--- src/rtl/spim_pkg.sv ---
package spim_pkg;
  localparam logic [7:0] OP_SR_WR  = 8'h01;
  localparam logic [7:0] OP_MEM_WR = 8'h02;
  localparam logic [7:0] OP_MEM_RD = 8'h03;
  localparam logic [7:0] OP_SR_RD  = 8'h05;

  typedef enum logic [1:0] {
    PH_OPC,
    PH_ADR,
    PH_DAT
  } phase_t;
endpackage

--- src/rtl/spim_shifter.sv ---
module spim_shifter #(
  parameter int W = 8,
  localparam int CW = $clog2(W)
) (
  input  logic         clk,
  input  logic         rst_n,
  input  logic         cs_n,
  input  logic         sck,
  input  logic         si,
  input  logic         hold_n,
  input  logic         tx_load,
  input  logic [W-1:0] tx_byte,
  output logic         rx_valid,
  output logic [W-1:0] rx_byte,
  output logic         frame_start,
  output logic         frame_end,
  output logic         bit_aligned,
  output logic         armed,
  output logic         held,
  output logic         so,
  output logic         so_oe
);
  logic          cs_q, sck_q;
  logic [CW-1:0] bit_cnt;
  logic [W-1:0]  rx_sh, tx_sh;
  logic          active, sck_rise, sck_fall;

  // cs_q resets low so that a select held low from reset is not a fall
  assign frame_start = cs_q && !cs_n;
  assign frame_end   = !cs_q && cs_n && armed;
  assign active      = armed && !cs_n;
  assign sck_rise    = sck && !sck_q;
  assign sck_fall    = !sck && sck_q;
  assign bit_aligned = (bit_cnt == '0);
  assign rx_byte     = rx_sh;
  assign so_oe       = active && !held;

  always_ff @(posedge clk or negedge rst_n) begin
    if (!rst_n) begin
      cs_q     <= 1'b0;
      sck_q    <= 1'b0;
      armed    <= 1'b0;
      held     <= 1'b0;
      bit_cnt  <= '0;
      rx_sh    <= '0;
      tx_sh    <= '0;
      so       <= 1'b0;
      rx_valid <= 1'b0;
    end else begin
      cs_q     <= cs_n;
      sck_q    <= sck;
      rx_valid <= 1'b0;
      if (frame_start) armed <= 1'b1;
      if (cs_n) begin
        held    <= 1'b0;
        bit_cnt <= '0;
        tx_sh   <= '0;
        so      <= 1'b0;
      end else if (active) begin
        // pause state may only change while the serial clock is low
        if (!sck) held <= !hold_n;
        if (!held && sck_rise) begin
          rx_sh <= {rx_sh[W-2:0], si};
          if (bit_cnt == CW'(W-1)) begin
            bit_cnt  <= '0;
            rx_valid <= 1'b1;
          end else begin
            bit_cnt <= bit_cnt + 1'b1;
          end
        end
        if (!held && sck_fall) begin
          so    <= tx_sh[W-1];
          tx_sh <= {tx_sh[W-2:0], 1'b0};
        end
        if (tx_load) tx_sh <= tx_byte;
      end
    end
  end
endmodule

--- src/rtl/spim_array.sv ---
module spim_array #(
  parameter int W = 8,
  parameter int DEPTH = 16,
  localparam int AW = $clog2(DEPTH)
) (
  input  logic          clk,
  input  logic          we,
  input  logic [AW-1:0] waddr,
  input  logic [W-1:0]  wdata,
  input  logic [AW-1:0] raddr,
  output logic [W-1:0]  rdata
);
  logic [W-1:0] cells [DEPTH];

  always_ff @(posedge clk) begin
    if (we) cells[waddr] <= wdata;
  end

  assign rdata = cells[raddr];
endmodule

--- src/rtl/spim_ctrl.sv ---
module spim_ctrl
  import spim_pkg::*;
#(
  parameter int W = 8,
  parameter int AW = 4,
  parameter int BUSY_CYC = 400,
  localparam int BCW = $clog2(BUSY_CYC + 1)
) (
  input  logic          clk,
  input  logic          rst_n,
  input  logic          rx_valid,
  input  logic [W-1:0]  rx_byte,
  input  logic          frame_start,
  input  logic          frame_end,
  input  logic          bit_aligned,
  input  logic          wp_n,
  input  logic [W-1:0]  mem_rdata,
  output logic          tx_load,
  output logic [W-1:0]  tx_byte,
  output logic          mem_we,
  output logic [AW-1:0] mem_waddr,
  output logic [W-1:0]  mem_wdata,
  output logic [AW-1:0] mem_raddr,
  output logic          sr_commit,
  output logic          busy,
  output logic          lock
);
  phase_t        phase;
  logic [W-1:0]  opcode;
  logic [AW-1:0] addr;
  logic [W-1:1]  sr_bits, pend_val;
  logic          pend, op_ok, in_frame, wp_q, wp_fell;
  logic [BCW-1:0] busy_cnt;
  logic          sr_rd, mem_rd;
  logic [W-1:0]  status;

  assign busy   = (busy_cnt != '0);
  assign lock   = sr_bits[W-1];
  assign status = {sr_bits, busy};

  assign sr_rd  = (phase == PH_OPC) ? (rx_byte == OP_SR_RD) : (opcode == OP_SR_RD);
  assign mem_rd = (phase != PH_OPC) && (opcode == OP_MEM_RD);

  assign tx_load   = rx_valid && (sr_rd || mem_rd);
  assign tx_byte   = sr_rd ? status : mem_rdata;
  assign mem_raddr = (phase == PH_ADR) ? rx_byte[AW-1:0] : addr;

  assign mem_we    = rx_valid && (phase == PH_DAT) && (opcode == OP_MEM_WR) && op_ok;
  assign mem_waddr = addr;
  assign mem_wdata = rx_byte;

  assign sr_commit = frame_end && pend && bit_aligned &&
                     !(lock && (wp_fell || !wp_n));

  always_ff @(posedge clk or negedge rst_n) begin
    if (!rst_n) begin
      phase    <= PH_OPC;
      opcode   <= '0;
      addr     <= '0;
      sr_bits  <= '0;
      pend_val <= '0;
      pend     <= 1'b0;
      op_ok    <= 1'b0;
      in_frame <= 1'b0;
      wp_q     <= 1'b1;
      wp_fell  <= 1'b0;
      busy_cnt <= '0;
    end else begin
      wp_q <= wp_n;
      if (frame_start) begin
        phase    <= PH_OPC;
        opcode   <= '0;
        pend     <= 1'b0;
        in_frame <= 1'b1;
        wp_fell  <= 1'b0;
      end else if (in_frame && wp_q && !wp_n) begin
        wp_fell <= 1'b1;
      end

      if (rx_valid) begin
        unique case (phase)
          PH_OPC: begin
            opcode <= rx_byte;
            op_ok  <= !busy;
            phase  <= PH_ADR;
          end
          PH_ADR: begin
            phase <= PH_DAT;
            if (opcode == OP_MEM_RD) addr <= rx_byte[AW-1:0] + 1'b1;
            if (opcode == OP_MEM_WR) addr <= rx_byte[AW-1:0];
            if (opcode == OP_SR_WR && op_ok) begin
              pend_val <= rx_byte[W-1:1];
              pend     <= 1'b1;
            end
          end
          default: begin
            if (opcode == OP_MEM_RD || opcode == OP_MEM_WR) addr <= addr + 1'b1;
          end
        endcase
      end

      if (frame_end) begin
        in_frame <= 1'b0;
        pend     <= 1'b0;
      end

      if (sr_commit) begin
        sr_bits  <= pend_val;
        busy_cnt <= BCW'(BUSY_CYC);
      end else if (busy) begin
        busy_cnt <= busy_cnt - 1'b1;
      end
    end
  end
endmodule

--- src/rtl/spi_mem_slave.sv ---
module spi_mem_slave #(
  parameter int W = 8,
  parameter int DEPTH = 16,
  parameter int BUSY_CYC = 400
) (
  input  logic clk,
  input  logic rst_n,
  input  logic cs_n,
  input  logic sck,
  input  logic si,
  input  logic hold_n,
  input  logic wp_n,
  output logic so,
  output logic so_oe
);
  localparam int AW = $clog2(DEPTH);

  logic          rx_valid, frame_start, frame_end, bit_aligned, armed, held;
  logic [W-1:0]  rx_byte, tx_byte, mem_rdata, mem_wdata;
  logic          tx_load, mem_we, sr_commit, busy, lock;
  logic [AW-1:0] mem_waddr, mem_raddr;

  spim_shifter #(.W(W)) u_shift (
    .clk(clk), .rst_n(rst_n), .cs_n(cs_n), .sck(sck), .si(si), .hold_n(hold_n),
    .tx_load(tx_load), .tx_byte(tx_byte), .rx_valid(rx_valid), .rx_byte(rx_byte),
    .frame_start(frame_start), .frame_end(frame_end), .bit_aligned(bit_aligned),
    .armed(armed), .held(held), .so(so), .so_oe(so_oe)
  );

  spim_ctrl #(.W(W), .AW(AW), .BUSY_CYC(BUSY_CYC)) u_ctrl (
    .clk(clk), .rst_n(rst_n), .rx_valid(rx_valid), .rx_byte(rx_byte),
    .frame_start(frame_start), .frame_end(frame_end), .bit_aligned(bit_aligned),
    .wp_n(wp_n), .mem_rdata(mem_rdata), .tx_load(tx_load), .tx_byte(tx_byte),
    .mem_we(mem_we), .mem_waddr(mem_waddr), .mem_wdata(mem_wdata),
    .mem_raddr(mem_raddr), .sr_commit(sr_commit), .busy(busy), .lock(lock)
  );

  spim_array #(.W(W), .DEPTH(DEPTH)) u_array (
    .clk(clk), .we(mem_we), .waddr(mem_waddr), .wdata(mem_wdata),
    .raddr(mem_raddr), .rdata(mem_rdata)
  );
endmodule

--- config.mk ---
export PLATFORM = sky130hd
export DESIGN_NAME = spi_mem_slave
export DESIGN_NICKNAME = d
export VERILOG_FILES = /design/src/rtl/spim_pkg.sv /design/src/rtl/spim_shifter.sv /design/src/rtl/spim_array.sv /design/src/rtl/spim_ctrl.sv /design/src/rtl/spi_mem_slave.sv
export SDC_FILE = /design/constraint.sdc
export NUM_CORES = 1
export LEC_CHECK = 0
export BUFFER_PORTS_ARGS = -buffer_cell sky130_fd_sc_hd__clkbuf_2
export CORE_MARGIN = 10
export CORE_UTILIZATION = 56
export CTS_CLUSTER_SIZE = 40
export DETAILED_ROUTE_END_ITERATION = 10
export PLACE_DENSITY = 0.72
export SYNTH_ARGS = -nofsm -noshare
export SYNTH_HDL_FRONTEND = slang
export SYNTH_HIERARCHICAL = 1
export SYNTH_SLANG_ARGS = --single-unit
--- constraint.sdc ---
create_clock -name clk -period 5.8 [get_ports clk]
set_clock_uncertainty 0.1 [all_clocks]
set_input_delay 0.29 -clock clk [delete_from_list [all_inputs] [get_ports clk]]
set_output_delay 0.29 -clock clk [all_outputs]
set_load 0.02 [all_outputs]
==> impl_metrics.yaml <==
detailed_routing:
  postRouteAntennaNets: 0
  drc: 0
  drtPass1Iterations: 4
  routed_wl_um: 16200
  routedWlPerCell_um: 22.2
  num_vias: 4527
  drtIter0Drc: 309
  via_per_inst: 6.19
floorplan:
  die_area_sq_mm: 0.0204
  initial_utilization: 0.575
  rows: 44
  die_height_um: 143
  ioPinCount: 9
  die_x_um: 143
  core_area_sq_mm: 0.0146
worst_hold_path:
  min_path_type: "primary input to flip-flop"
  hold_depth: 2
final_layout:
  drive_gt1_frac: 0.223
  fin_nets: 547
  area_growth_pct: 9.22
  nFillCells: 1027
  antenna_cells: 0
placed_design:
  routabilityCongestion: 0.844
  portBuffers: 8
  hpwl_um: 10300
setup_path:
  crit_type: "flip-flop to flip-flop"
  reg2reg_depth: 8
  crit_required_ns: 6.02
  cp.arrival_ns: 3.92
  critPathLaunchType: "flip-flop"
  critical-path-slowest-cell: "mux2_2"
  crit_path_max_incr_delay_ns: 1.03
  crit_path_max_fanout: 32
  cp-end-kind: "flip-flop"
  crit_chain: "nand2b_1 -> mux2_2 -> mux4_1 -> a22oi_1 -> nand2_1 -> mux2_2 -> o221a_2 -> o221a_2"
power:
  p_leak_uw: 0.00337
  powerDensity_mw_per_mm2: 353
  p_total_uw: 3240
  irDropWorstVdd_mv: 0.244
sta:
  drv_slew: 0
  period_share: 0.638
  fin_crit_ns: 3.70
  finalSetupTns_ns: 0
  max-slew-margin-rel: 0.288
  fmax_ghz: 0.270
  worstMarginPinSlew_ns: 1.07
  grt_setup_unrepaired: "false"
  finalHoldViolations: 0
  fin_hold_ws_ns: 0.0664
  setup_viol: 0
global_routing:
  grt_pass1_wl_um: 25900
  gr-usage-all-layers: 0.171
  grt_pass1_vias: 4576
  grt_start_max_net_pins: 68
  grt_overflow: 0
  antenna_found_initial: 0
logic_synthesis:
  yosysWarnings: 6
  synthCells: 525
  syn_avg_cell_area_sq_um: 16.0
  syn-cell-area_sq_mm: 0.00843
  syn_nets: 538
clocking:
  post_cts_buffers: 0
  h-tree-depth: 4
  hold_buffers: 4
  cts_tree: "yes"
  cts-root-buf: "clkbuf_16"
  cts_resized: 0
  clk-insertion-delay-late_ns: 0.43
  clockBufferDepth: 2
  clkTransAtPathRegs_ns: 0.07
  numCtsBuffers: 17
  clock_sinks: 195
flow_run:
  maxCapViolCount: 0
outcome:
  run_status: "finished clean"
==> cell type report <==
class,count,area (sq um),share of cell area
repair buffers,17,118,0.0128
multi-input cells,288,2650,0.288
flip-flops and latches,195,5520,0.600
well taps,184,230,0.0250
clock inverters,15,199,0.0216
clock buffers,17,425,0.0462
inverters,15,56.3,0.00612
==> metrics by stage <==
| step | instances | cell area, sq um | utilization | setup WS (ns) |
|---|---|---|---|---|
| 5_1_grt | 731 | 9200 | 0.628 | 1.81 |
| 2_1_floorplan | 525 | 8430 | - | 2.78 |
| 3_3_place_gp | 695 | 8540 | 0.583 | 2.15 |
| 4_1_cts | 731 | 9200 | 0.628 | 2.04 |
| 6_report | 731 | 9200 | 0.628 | 2.10 |
| 3_5_place_dp | 695 | 8540 | 0.583 | 2.06 |
==> registers in the layout, summed over array words and instances, names as in the netlist, 2 cells and up <==
name and count:
u_array/cells 128, u_ctrl/busy_cnt 9, u_ctrl/opcode 8, u_shift/rx_byte 8, u_shift/tx_sh 8, u_ctrl/pend_val 7
u_ctrl/sr_bits 7, u_ctrl/mem_waddr 4, u_shift/bit_cnt 3, u_ctrl/phase 2
==> final timing paths <==
check                                      from                  to  slack, ns
worst max-delay path            u_ctrl/phase[1]    u_shift/tx_sh[5]       2.10
worst min-delay path                         si  u_shift/rx_byte[0]       0.07
worst max register to register  u_ctrl/phase[1]    u_shift/tx_sh[5]       2.10
worst min register to register     u_ctrl/op_ok        u_ctrl/op_ok       0.39
max in group asynchronous                 rst_n       u_shift/sck_q       4.59
min in group asynchronous                 rst_n  u_ctrl/busy_cnt[5]       0.47
==> metal layers <==
layer | wire (um) | part of all wire | global-route usage
met1 | 7300 | 0.45 | 0.224
met5 | 0 | 0 | 0
met2 | 7850 | 0.48 | 0.269
met3 | 706 | 0.043 | 0.0411
met4 | 380 | 0.023 | 0.0689
==> cells in the final DEF (no fill, tap or decap), types with 6 or more instances in the layout <==
cell and count:
dfrtp_1 66, a22oi_1 16, mux4_2 18, clkbuf_2 7, nor3_1 7, a21oi_1 7, inv_1 14, nand2_1 30
mux2_4 7, mux2_2 26, clkbuf_16 17, nor2b_1 7, mux4_1 14, o21ai_0 11, nor2_1 36, edfxtp_1 128
ha_1 6, mux2i_1 8, nand2b_1 17, o221a_2 12
==> power by group <==
group / switching (uW) / leakage, uW / internal (uW)
clock network: 529 / 0.000307 / 693
logic: 102 / 0.00103 / 105
registers: 184 / 0.00204 / 1630
==> worst max-delay path, delay by kind of cell (launching register included) <==
kind / cells / cell delay (ns)
mux: 3 / 2.01
compound gates: 3 / 0.59
flops: 1 / 0.44
simple gates: 2 / 0.43
Power figures use the tool's default switching activity.
